--- config.mk ---
export PLATFORM = sky130hd
export DESIGN_NAME = dma_addr_gen
export DESIGN_NICKNAME = d
export VERILOG_FILES = /design/src/rtl/dma_ag_pkg.sv /design/src/rtl/dma_ag_step.sv /design/src/rtl/dma_ag_align.sv /design/src/rtl/dma_addr_gen.sv
export SDC_FILE = /design/constraint.sdc
export NUM_CORES = 1
export LEC_CHECK = 0
export ABC_CLOCK_PERIOD_IN_PS = 5200
export BUFFER_PORTS_ARGS = -buffer_cell sky130_fd_sc_hd__buf_2
export CORE_MARGIN = 1.5
export CORE_UTILIZATION = 50
export DETAILED_ROUTE_END_ITERATION = 12
export GPL_ROUTABILITY_DRIVEN = 0
export PLACE_DENSITY = 0.71
export SLEW_MARGIN = 20
export SYNTH_ARGS = -nofsm -noshare
export SYNTH_HDL_FRONTEND = slang
export SYNTH_HIERARCHICAL = 1
export SYNTH_SLANG_ARGS = --single-unit
--- constraint.sdc ---
create_clock -name clk -period 5.2 [get_ports clk]
set_input_delay 0.52 -clock clk [delete_from_list [all_inputs] [get_ports clk]]
set_output_delay 0.52 -clock clk [all_outputs]
set_load 0.01 [all_outputs]
--- src/rtl/dma_ag_pkg.sv ---
package dma_ag_pkg;

    typedef enum logic [1:0] {
        STEP_CONST  = 2'b00,
        STEP_SINGLE = 2'b01,
        STEP_DOUBLE = 2'b10,
        STEP_HOLD   = 2'b11
    } step_mode_e;

    // Offset of the last byte of an element from its first byte.
    function automatic logic [1:0] last_off(input logic [1:0] dt);
        case (dt)
            2'b00:   return 2'd0;
            2'b01:   return 2'd1;
            default: return 2'd3;
        endcase
    endfunction

endpackage

--- src/rtl/dma_ag_step.sv ---
module dma_ag_step
    import dma_ag_pkg::*;
#(
    parameter int AW = 32,
    parameter int IW = 16
) (
    input  logic [AW-1:0] base,
    input  logic [1:0]    dtype,
    input  logic [1:0]    mode,
    input  logic [IW-1:0] eidx,
    input  logic [IW-1:0] fidx,
    input  logic          frame_end,
    output logic [AW-1:0] next_base
);
    localparam int EXT = AW - IW;

    logic [AW-1:0] last_byte;
    logic [AW-1:0] e_ext;
    logic [AW-1:0] f_ext;

    always_comb begin
        last_byte = base + AW'(last_off(dtype));
        e_ext     = {{EXT{eidx[IW-1]}}, eidx};
        f_ext     = {{EXT{fidx[IW-1]}}, fidx};
        case (step_mode_e'(mode))
            STEP_SINGLE: next_base = last_byte + e_ext;
            STEP_DOUBLE: next_base = last_byte + (frame_end ? f_ext : e_ext);
            default:     next_base = base;
        endcase
    end
endmodule

--- src/rtl/dma_ag_align.sv ---
module dma_ag_align
    import dma_ag_pkg::*;
#(
    parameter int AW = 32
) (
    input  logic [AW-1:0] base,
    input  logic [1:0]    dtype,
    output logic          bad
);
    always_comb begin
        case (dtype)
            2'b00:   bad = 1'b0;
            2'b01:   bad = base[0];
            default: bad = |base[1:0];
        endcase
    end
endmodule

--- src/rtl/dma_addr_gen.sv ---
module dma_addr_gen
    import dma_ag_pkg::*;
#(
    parameter int AW = 32,
    parameter int CW = 16
) (
    input  logic          clk,
    input  logic          rst_n,
    input  logic          start,
    input  logic          idx_shared_n,
    input  logic [1:0]    src_mode,
    input  logic [1:0]    dst_mode,
    input  logic [1:0]    dtype,
    input  logic [AW-1:0] src_start,
    input  logic [AW-1:0] dst_start,
    input  logic [15:0]   src_eidx,
    input  logic [15:0]   src_fidx,
    input  logic [15:0]   dst_eidx,
    input  logic [15:0]   dst_fidx,
    input  logic [CW-1:0] elem_cnt,
    input  logic [CW-1:0] frame_cnt,
    output logic          acc_valid,
    output logic          addr_is_dst,
    output logic [AW-1:0] addr,
    output logic          done,
    output logic          misalign
);
    localparam int IW    = 16;
    localparam int SIDES = 2;

    typedef struct packed {
        logic                      busy;
        logic                      side;
        logic [1:0]                bidx;
        logic [SIDES-1:0][AW-1:0]  base;
        logic [CW-1:0]             elem_left;
        logic [CW-1:0]             elem_cfg;
        logic [CW-1:0]             frame_left;
        logic                      done;
        logic                      mis;
        logic                      shared_n;
        logic [1:0]                dtype;
        logic [SIDES-1:0][1:0]     mode;
        logic [SIDES-1:0][IW-1:0]  eidx;
        logic [SIDES-1:0][IW-1:0]  fidx;
    } state_t;

    state_t q, d;

    logic [SIDES-1:0][AW-1:0] nxt;
    logic [SIDES-1:0]         bad;
    logic                     frame_end;

    assign frame_end = (q.elem_left == CW'(1));

    for (genvar s = 0; s < SIDES; s++) begin : g_side
        dma_ag_step #(.AW(AW), .IW(IW)) u_step (
            .base      (q.base[s]),
            .dtype     (q.dtype),
            .mode      (q.mode[s]),
            .eidx      (q.eidx[s]),
            .fidx      (q.fidx[s]),
            .frame_end (frame_end),
            .next_base (nxt[s])
        );
        dma_ag_align #(.AW(AW)) u_align (
            .base  (q.base[s]),
            .dtype (q.dtype),
            .bad   (bad[s])
        );
    end

    always_comb begin
        d      = q;
        d.done = 1'b0;
        if (!q.busy) begin
            if (start) begin
                d.busy       = 1'b1;
                d.side       = 1'b0;
                d.bidx       = 2'd0;
                d.mis        = 1'b0;
                d.shared_n   = idx_shared_n;
                d.dtype      = dtype;
                d.base[0]    = src_start;
                d.base[1]    = dst_start;
                d.mode[0]    = src_mode;
                d.mode[1]    = dst_mode;
                d.eidx[0]    = src_eidx;
                d.fidx[0]    = src_fidx;
                d.eidx[1]    = idx_shared_n ? dst_eidx : src_eidx;
                d.fidx[1]    = idx_shared_n ? dst_fidx : src_fidx;
                d.elem_cfg   = (elem_cnt  == '0) ? CW'(1) : elem_cnt;
                d.elem_left  = (elem_cnt  == '0) ? CW'(1) : elem_cnt;
                d.frame_left = (frame_cnt == '0) ? CW'(1) : frame_cnt;
            end
        end else begin
            if (q.bidx == 2'd0 && bad[q.side]) begin
                d.mis = 1'b1;
            end
            if (q.bidx == last_off(q.dtype)) begin
                d.bidx         = 2'd0;
                d.base[q.side] = nxt[q.side];
                if (!q.side) begin
                    d.side = 1'b1;
                end else begin
                    d.side = 1'b0;
                    if (frame_end) begin
                        d.elem_left = q.elem_cfg;
                        if (q.frame_left == CW'(1)) begin
                            d.busy = 1'b0;
                            d.done = 1'b1;
                        end else begin
                            d.frame_left = q.frame_left - CW'(1);
                        end
                    end else begin
                        d.elem_left = q.elem_left - CW'(1);
                    end
                end
            end else begin
                d.bidx = q.bidx + 2'd1;
            end
        end
    end

    always_ff @(posedge clk or negedge rst_n) begin
        if (!rst_n) begin
            q <= '0;
        end else begin
            q <= d;
        end
    end

    assign acc_valid   = q.busy;
    assign addr_is_dst = q.side;
    assign addr        = q.base[q.side] + AW'(q.bidx);
    assign done        = q.done;
    assign misalign    = q.mis;

endmodule

==> results of run 1 <==
==> layer usage <==
metal	up-vias	track usage (%)	share of wire, %
met5	-	0	0
met4	0	12.3	3.6
met3	93	4.81	6.9
met2	584	46.9	45
met1	7250	40.7	44
li1	7295	-	-
==> repair_timing <==
action | CTS | global route
buffers inserted | 0 | 3
resized for setup | 0 | 5
endpoints found under the setup margin | 0 | 4
==> sequential cells by signal (all words and copies together) (netlist names) <==
name / cells
done: 1
q: 184
misalign: 1
acc_valid: 1
addr_is_dst: 1
==> power breakdown <==
group	total, mW	leakage, nW	switching [mW]	internal (mW)
clock network	1.43	0.308	0.749	0.680
logic	4.51	5.68	2.64	1.87
registers	2.54	2.40	0.718	1.82
==> per-stage QoR <==
step / setup slack, ns / cell area [µm²]
global route: 0.0297 / 17700
detailed placement: 0.341 / 17000
finish: 0.418 / 17700
CTS: 0.341 / 17700
global placement: 0.558 / 17000
floorplan: 0.923 / 15800
==> logic make-up (layout without fill, tap and decap cells) <==
logic type	after synthesis	after routing
muxes	104	104
buffers and inverters	134	300
DFF	188	188
AOI/OAI and AO/OA	455	455
adders and majority gates	86	86
xor gates and xnor gates	153	153
and+or+nand+nor	841	841
==> cell type report <==
| class | count | area (µm²) |
|---|---|---|
| well taps | 396 | 495 |
| clock buffers | 17 | 425 |
| flip-flops and latches | 188 | 4710 |
| multi-input cells | 1639 | 10500 |
| fillers | 2797 | 13100 |
| clock inverters | 15 | 214 |
| repair buffers | 228 | 1230 |
| inverters | 40 | 154 |
==> cell usage after synthesis, drive strengths merged (45+ instances only) <==
cell | number | share of area, %
nor2 | 94 | 2.2
o21ai | 132 | 4.2
clkbuf | 70 | 1.8
mux2i | 59 | 3.7
xnor2 | 90 | 5.0
nand3 | 63 | 2.0
mux2 | 45 | 3.2
ha | 81 | 6.4
xor2 | 63 | 3.5
nand2 | 496 | 12
a21oi | 85 | 2.8
a22oi | 75 | 3.6
dfrtp | 188 | 30
==> path summary, 6_finish.rpt <==
check,start,to
min reg2reg,q[99]$_DFFE_PN0P_,q[99]$_DFFE_PN0P_
max reg2reg,q[69]$_DFFE_PN0P_,q[151]$_DFFE_PN0P_
min in group clk,src_mode[0],q[64]$_DFFE_PN0P_
min,rst_n,q[95]$_DFFE_PN0P_
max in group asynchronous,rst_n,q[29]$_DFFE_PN0P_
max,q[69]$_DFFE_PN0P_,q[151]$_DFFE_PN0P_
==> reports/summary.txt, run 1 <==
Final Skew -> 0.0140 ns
top_reg_cell synth -> dfrtp_1
total CTS buffers -> 17
Clock Pin Slew Worst Setup and Hold Paths -> 0.08 ns
dpl cells -> 2,488
crit path launch type -> flop
Net Count, Synth -> 2,217
crit-path cells -> or2_2 -> ha_1 -> fa_1 -> nand3_1 -> nor2_1 -> nand3_1 -> nor2_1 -> and2_1 -> and3_1 -> nand2_1 -> xnor2_1 -> ha_1 -> a21o_1 -> a21oi_1 -> o21ai_0 -> a21o_1 -> a2111o_1 -> a21oi_1 -> nor3b_2 -> a22oi_1 -> nand2_1
clk_lat worst skew -> 0.46 ns
register bit count reported by yosys -> 188
largest net degree at the start of global routing -> 107
pwr dens -> 478 nW/µm²
Detailed Route WL -> 48.3 mm
kind of cell adding the most delay to the critical path -> simple AND/OR/NAND/NOR gates
Syn Area/Cell -> 8.03 µm²
Worst-Margin Slew -> 1.02 ns
CTS tree -> done
max-slew violations -> 0
Clock Path Buffers -> 2
post-DP HPWL -> 36.4 mm
Layout area overhead -> 12.6%
area share of and/or/nand/nor cells after synthesis -> 24.3%
CTS Hold Bufs -> 0
R2R depth -> 21
synth warn -> 6
Setup TNS -> 0 ns
Post-synth ARST share -> 100%
Setup CP Type -> flop to flop
clock sinks -> 188
XOR/XNOR Fraction of Synth Area -> 8.51%
hold_ws -> 0.149 ns
Hold Vio Cnt, Final -> 0
gr ovfl total -> 0
VDD IR max -> 283 µV
# DRC -> 0
distinct cell type count after synthesis -> 93
cell count after synthesis -> 1,961
H-tree levels -> 4
DRT antenna net count -> 0
slowest stage delay, CP -> 0.53 ns
Buf+Inv Stages, Crit Path -> 0
drt pass-1 iters -> 5
worst min-delay path class -> input port to asynchronous set/reset pin
die width -> 180 µm
final setup fails -> 0
Max Cap Viol -> 0
Core ar. -> 30,800 µm²
root buffer cell -> clkbuf_16
Crit path depth -> 21
RSZ-0062 raised after global routing -> no
crit-path max FO -> 9
final net count -> 2,370
initial antenna violation count -> 0
gr usage total -> 29.8%
Reg2Reg Setup Slack -> 0.42 ns
slew margin rel. -> 32.1%
commonest non-fill, non-tap cells in the layout -> nand2_1, buf_2, dfrtp_1
leakage -> 8.39 nW
PortBufs -> 205
Final Util -> 57.5%
largest family of logic cells by synthesized area -> simple AND/OR/NAND/NOR gates
maximum clock rate -> 209 MHz
layout cells sized above 1 -> 16.9%
fin crit share -> 92.0%
post-synthesis compound-gate area fraction -> 19.6%
number of synthesized flops with an enable pin -> 0
synthesized cell area -> 15,800 µm²
post-synthesis mux area share -> 6.97%
outcome -> finished clean
diode count -> 0
Initial Utilization -> 51.1%
Worst Path Required -> 5.55 ns
die extent in y -> 180 µm
final std cells w/o fill -> 2,523
CP Capture Type -> flop
minimum clock period -> 4.78 ns
Worst Path Arrival -> 5.13 ns
number of global-route vias before repair -> 14,700
first-pass GRT wire length -> 77.9 mm
post-synthesis sequential area ratio -> 29.9%
Starting DRT DRC Count -> 1,641
Slowest-stage cell, CP -> dfrtp_1
vias per cell -> 6.03
Pwr Total -> 8.48 mW
Ports -> 206
num rows -> 64
most common cell after layout, fill and taps aside -> nand2_1
Synth Area in Adders -> 7.07%
Die Footprint -> 32,600 µm²
DR vias -> 15,200
per-cell routed wire length -> 19.2 µm
Power figures use the tool's default switching activity.
==> run 2, diff against run 1 <==
- MAX_ROUTING_LAYER: unset -> met4
==> run 2 against run 1 <==
  * Count of clock-buffer cells in the layout did not move
  * Register-to-register slack barely moved
  * Sequential power barely moved
  * Maximum frequency fell by 0.31%
  * Utilization did not move
  * Clock skew fell by 0.0025 ns
  * Final area did not move
  * Via count rose by 0.56%
  * Combinational power barely moved
  * Global-route usage rose by 0.95 points
  * Non-clock buffer count did not move
  * Sequential share of layout area did not move
  * Largest cell class unchanged
==> reports/summary.txt, run 2 (synthesized netlist as in run 1, its figures left out) <==
Buf+Inv Stages, Crit Path -> 5 (+5)
DR vias -> 15,300 (+0.56%)
crit-path cells -> nor4_4 -> nand4_1 -> clkinv_1 -> buf_4 -> nand2_1 -> buf_4 -> mux2i_2 -> clkinvlp_4 -> buf_4 -> ha_1 -> a21o_1 -> a21o_1 -> a21oi_1 -> o21ai_0 -> a21o_1 -> a2111o_1 -> a21oi_1 -> nor3b_2 -> a22oi_1 -> nand2_1
leakage -> 8.39 nW (unchanged)
Clock Path Buffers -> 2 (unchanged)
Starting DRT DRC Count -> 1,666 (+1.5%)
Max Cap Viol -> 0 (unchanged)
Final Skew -> 0.0115 ns (-0.00248 ns)
per-cell routed wire length -> 19.1 µm (about the same)
worst r2r dst -> q[151]$_DFFE_PN0P_
Reg2Reg Setup Slack -> 0.40 ns (about the same)
die width -> 180 µm (unchanged)
most common cell after layout, fill and taps aside -> nand2_1
gr usage total -> 30.7% (+0.95 points)
slew margin rel. -> 31.3% (-0.77 points)
commonest non-fill, non-tap cells in the layout -> nand2_1, buf_2, dfrtp_1
DRT antenna net count -> 0 (unchanged)
maximum clock rate -> 208 MHz (-0.31%)
Worst Slack Setup Final -> 0.403 ns (-0.0148 ns)
Hold Vio Cnt, Final -> 0 (unchanged)
pwr dens -> 478 nW/µm² (about the same)
total CTS buffers -> 17 (unchanged)
Setup Slack @ Placement -> 0.341 ns (unchanged)
Setup crit start -> q[108]$_DFFE_PN0P_
max-slew violations -> 0 (unchanged)
Worst Path Required -> 5.55 ns (about the same)
outcome -> finished clean
kind of cell adding the most delay to the critical path -> compound AO/OA/AOI/OAI gates
worst min-delay path class -> input port to asynchronous set/reset pin
H-tree levels -> 4 (unchanged)
crit path launch type -> flop
largest net degree at the start of global routing -> 107 (unchanged)
Worst-Margin Slew -> 1.03 ns (+0.0115 ns)
Worst Path Arrival -> 5.15 ns (+0.02 ns)
RR Startpoint -> q[108]$_DFFE_PN0P_
layout cells sized above 1 -> 16.9% (unchanged)
gr ovfl total -> 0 (unchanged)
Layout area overhead -> 12.6% (unchanged)
CTS Hold Bufs -> 0 (unchanged)
crit-path max FO -> 16 (+7)
Setup TNS -> 0 ns (unchanged)
final setup fails -> 0 (unchanged)
Die Footprint -> 32,600 µm² (unchanged)
clk_lat worst skew -> 0.46 ns (about the same)
# fillers -> 2,797 (unchanged)
Slowest-stage cell, CP -> nor4_4
diode count -> 0 (unchanged)
first-pass GRT wire length -> 78.0 mm (+0.11%)
R2R depth -> 20 (-4.8%)
fin crit share -> 92.2% (+0.29 points)
slowest stage delay, CP -> 0.47 ns (-0.06 ns)
final net count -> 2,370 (unchanged)
max FFs per register -> 184 (unchanged)
# DRC -> 0 (unchanged)
CP Capture Type -> flop
num rows -> 64 (unchanged)
post-DP HPWL -> 36.4 mm (unchanged)
Ports -> 206 (unchanged)
Detailed Route WL -> 48.3 mm (about the same)
number of global-route vias before repair -> 14,700 (-0.061%)
PortBufs -> 205 (unchanged)
drt pass-1 iters -> 5 (unchanged)
CTS tree -> done
initial antenna violation count -> 0 (unchanged)
die extent in y -> 180 µm (unchanged)
RSZ-0062 raised after global routing -> no
Core ar. -> 30,800 µm² (unchanged)
Initial Utilization -> 51.1% (unchanged)
Clock Pin Slew Worst Setup and Hold Paths -> 0.08 ns (about the same)
vias per cell -> 6.07 (+0.56%)
Setup CP Type -> flop to flop
Biggest register -> q
minimum clock period -> 4.80 ns (+0.0148 ns)
VDD IR max -> 286 µV (+1.2%)
root buffer cell -> clkbuf_16
clock sinks -> 188 (unchanged)
==> run 2: cell counts in the layout (fill, tap and decap cells not counted) <==
No cell type changed its count.
==> run 2: layout make-up <==
| class | instances | area, µm² | area share (%) |
|---|---|---|---|
| sequential | 188 | 4710 | 26.5 |
| timing repair buffer | 228 | 1230 | 6.92 |
| inverter | 40 | 154 | 0.868 |
| clock inverter | 15 | 214 | 1.21 |
| multi-input combinational | 1639 | 10500 | 59.3 |
| clock buffer | 17 | 425 | 2.40 |
| tap | 396 | 495 | 2.79 |
==> run 2: how the worst max path moves through the flow <==
stage          slack, ns  cells after the start            endpoint
4_1_cts             0.34                     19  q[151]$_DFFE_PN0P_
5_1_grt             0.03                     21  q[151]$_DFFE_PN0P_
3_3_place_gp        0.56                     19  q[151]$_DFFE_PN0P_
3_5_place_dp        0.34                     19  q[151]$_DFFE_PN0P_
2_1_floorplan       0.92                     19  q[146]$_DFFE_PN0P_
6_report            0.40                     20  q[151]$_DFFE_PN0P_
==> run 2: repair_timing <==
| action | CTS | global route |
|---|---|---|
| setup endpoints to repair | 0 | 4 |
| resized for setup | 0 | 5 |
| buffers inserted | 0 | 3 |
==> run 2: through the flow <==
stage	total power [mW]	area (µm²)	hold WS, ns	cells	util [%]
3_3_place_gp	6.81	17000	0.455	2487	55.2
6_report	8.48	17700	0.157	2523	57.5
5_1_grt	9.08	17700	0.232	2523	57.5
2_1_floorplan	5.63	15800	0.224	1961	-
4_1_cts	8.41	17700	0.209	2520	57.4
3_5_place_dp	6.94	17000	0.458	2488	55.3
==> run 2: power by group <==
part / total [mW] / internal [mW] / switching, mW
logic: 4.51 / 1.87 / 2.64
registers: 2.55 / 1.82 / 0.722
clock network: 1.43 / 0.680 / 0.747
total: 8.48 / 4.38 / 4.11
==> run 2: routing by layer <==
metal,track usage [%],vias to the layer above,wire length (µm),share of wire [%]
met3,4.32,100,3340,6.9
met4,12.0,0,1650,3.4
met5,-,-,0,0
met1,41.1,7268,21500,44
met2,47.2,644,21800,45
li1,-,7296,-,-
==> run 3, diff against run 2 <==
- ABC_CLOCK_PERIOD_IN_PS: 5200 -> 5900
- CORE_UTILIZATION: 50 -> 42
- HOLD_SLACK_MARGIN: unset -> 0.03
- PLACE_DENSITY: 0.71 -> unset
- clock period: 5.2 -> 5.9 ns (I/O delays scaled with it)
==> run 3 against run 2 <==
  * Sequential share of layout area about the same
  * Register-to-register slack better by 0.40 ns
  * Global-route usage down 3.6 points
  * Sequential cell count unchanged
  * Final area down 0.18%
  * Routed wire length up 4.3%
  * Clock power down 14%
  * Count of clock-buffer cells in the layout up 1
  * Via count down 2.8%
  * First-iteration DRC count down 24%
  * Utilization down 9.4 points
  * Maximum frequency down 6.0%
  * Critical path type unchanged
  * Critical endpoint is now q[184]$_DFFE_PN0P_
  * Highest routed layer unchanged
==> reports/summary.txt, run 3 (synthesized netlist as in run 1, its figures left out) <==
commonest non-fill, non-tap cells in the layout -> nand2_1, buf_2, dfrtp_1
Sequential Power Share -> 30.3% (+0.3 points)
R2R depth -> 18 (-10%)
Die Footprint -> 38,700 µm² (+19%)
crit path launch type -> flop
max-slew violations -> 0 (unchanged)
Layout area overhead -> 12.4%
Max Cap Viol -> 0 (unchanged)
maximum clock rate -> 196 MHz (-6.0%)
RR Startpoint -> q[105]$_DFFE_PN0P_
leakage -> 8.33 nW (-0.67%)
VDD IR max -> 260 µV (-8.9%)
first-pass GRT wire length -> 80.2 mm (+2.8%)
die width -> 197 µm (+9.0%)
CTS tree -> done
worst r2r dst -> q[184]$_DFFE_PN0P_
minimum clock period -> 5.10 ns (+0.304 ns)
Setup TNS -> 0 ns (unchanged)
H-tree levels -> 4 (unchanged)
Final Util -> 48.1% (-9.4 points)
post-CTS sizing -> 0 (unchanged)
root buffer cell -> clkbuf_16
DR vias -> 14,900 (-2.8%)
Gate power share -> 53.1% (about the same)
fin crit share -> 86.5% (-5.8 points)
Slowest-stage cell, CP -> ha_1
slowest stage delay, CP -> 0.67 ns (+0.20 ns)
crit-path max FO -> 18 (+2)
Reg2Reg Setup Slack -> 0.80 ns (+0.40 ns)
slew margin rel. -> 30.8% (-0.53 points)
Core ar. -> 36,800 µm² (+19%)
pwr dens -> 418 nW/µm² (-13%)
Clock Pin Slew Worst Setup and Hold Paths -> 0.08 ns (about the same)
final setup fails -> 0 (unchanged)
layout cells sized above 1 -> 16.3% (-0.60 points)
dpl cells -> 2,555 (+2.7%)
clk_lat worst skew -> 0.47 ns (about the same)
largest net degree at the start of global routing -> 101 (-5.6%)
Starting DRT DRC Count -> 1,265 (-24%)
num rows -> 70 (+9.4%)
Biggest register -> q
drt pass-1 iters -> 5 (unchanged)
Initial Utilization -> 42.8% (-8.3 points)
Sw Share -> 47.7% (-0.73 points)
clock network power share -> 16.6% (-0.2 points)
Hold Vio Cnt, Final -> 0 (unchanged)
gr usage total -> 27.2% (-3.6 points)
gr ovfl total -> 0 (unchanged)
clock sinks -> 188 (unchanged)
switching power -> 3.53 mW (-14%)
CTS Hold Bufs -> 0 (unchanged)
Final Skew -> 0.0129 ns (+0.00138 ns)
Worst Path Arrival -> 5.45 ns (+0.30 ns)
Detailed Route WL -> 50.4 mm (+4.3%)
Worst-Margin Slew -> 1.04 ns (+0.00774 ns)
worst min-delay path class -> input port to asynchronous set/reset pin
most common cell after layout, fill and taps aside -> nand2_1
RSZ-0062 raised after global routing -> no
PortBufs -> 205 (unchanged)
CP Capture Type -> flop
per-cell routed wire length -> 19.5 µm (+1.7%)
initial antenna violation count -> 0 (unchanged)
Clock Path Buffers -> 2 (unchanged)
Worst Path Required -> 6.25 ns (+0.70 ns)
post-DP HPWL -> 38.2 mm (+4.8%)
final net count -> 2,362 (-0.34%)
# DRC -> 0 (unchanged)
setup repair bufs after CTS -> 0 (unchanged)
total CTS buffers -> 17 (unchanged)
outcome -> finished clean
vias per cell -> 5.75 (-5.2%)
final std cells w/o fill -> 2,587 (+2.5%)
crit-path cells -> ha_1 -> nor4b_1 -> nand4_1 -> clkinv_1 -> nand2_1 -> buf_4 -> mux2i_1 -> inv_1 -> ha_1 -> nand3_1 -> nor4_1 -> inv_1 -> a211oi_1 -> o21a_1 -> o21ai_1 -> xnor2_1 -> a22oi_1 -> nand2_1
Setup CP Type -> flop to flop
die extent in y -> 197 µm (+9.0%)
number of global-route vias before repair -> 14,400 (-1.7%)
P_int -> 3.87 mW (-12%)
diode count -> 0 (unchanged)
Ports -> 206 (unchanged)
DRT antenna net count -> 0 (unchanged)
max FFs per register -> 184 (unchanged)
[run 3: worst max-delay path by stage]
stage                       startpoint                  to  cells past startpoint
finish              q[105]$_DFFE_PN0P_  q[184]$_DFFE_PN0P_                     18
global route         q[69]$_DFFE_PN0P_  q[184]$_DFFE_PN0P_                     20
CTS                 q[105]$_DFFE_PN0P_  q[184]$_DFFE_PN0P_                     18
detailed placement  q[105]$_DFFE_PN0P_  q[184]$_DFFE_PN0P_                     18
global placement    q[105]$_DFFE_PN0P_  q[184]$_DFFE_PN0P_                     18
floorplan           q[105]$_DFFE_PN0P_  q[146]$_DFFE_PN0P_                     19
[run 3: power groups by stage]
stage                     Clock (mW)  Sequential, mW  Combinational [mW]
after floorplan                    0            2.02                2.94
after global placement             0            2.23                3.84
after detailed placement           0            2.24                3.88
after CTS                       1.25            2.22                3.90
after global routing            1.31            2.30                4.37
final                           1.23            2.24                3.93
[run 3: final cells by class]
class | count | area [µm²]
sequential | 188 | 4710
fill | 3666 | 19100
inverter | 40 | 150
tap | 468 | 586
timing repair buffer | 220 | 1160
multi-input combinational | 1639 | 10500
clock buffer | 18 | 429
clock inverter | 14 | 178
[run 3: worst max-delay path, delay by kind of cell (launching register included)]
kind	cells	cell delay, ns
DFF	1	0.44
adders and majority gates	2	0.91
and+or+nand+nor	6	1.17
xor gates and xnor gates	1	0.15
AOI/OAI and AO/OA	4	0.80
muxes	1	0.42
buffers and inverters	4	1.07
[run 3: stage by stage]
stage / total power [mW] / cell area, µm² / hold slack [ns] / setup WS [ns]
final: 7.40 / 17700 / 0.0636 / 0.799
after global routing: 7.98 / 17700 / 0.0835 / 0.423
after CTS: 7.38 / 17700 / 0.0836 / 0.891
after detailed placement: 6.12 / 17100 / 0.462 / 0.928
after global placement: 6.06 / 17100 / 0.457 / 0.957
after floorplan: 4.96 / 15800 / 0.294 / 1.62
[run 3: per-layer routing]
layer / GRT usage (%) / wire length, µm
met2: 41.4 / 22700
met1: 37.8 / 24200
met5: - / 0
met4: 8.23 / 1310
met3: 3.32 / 2120
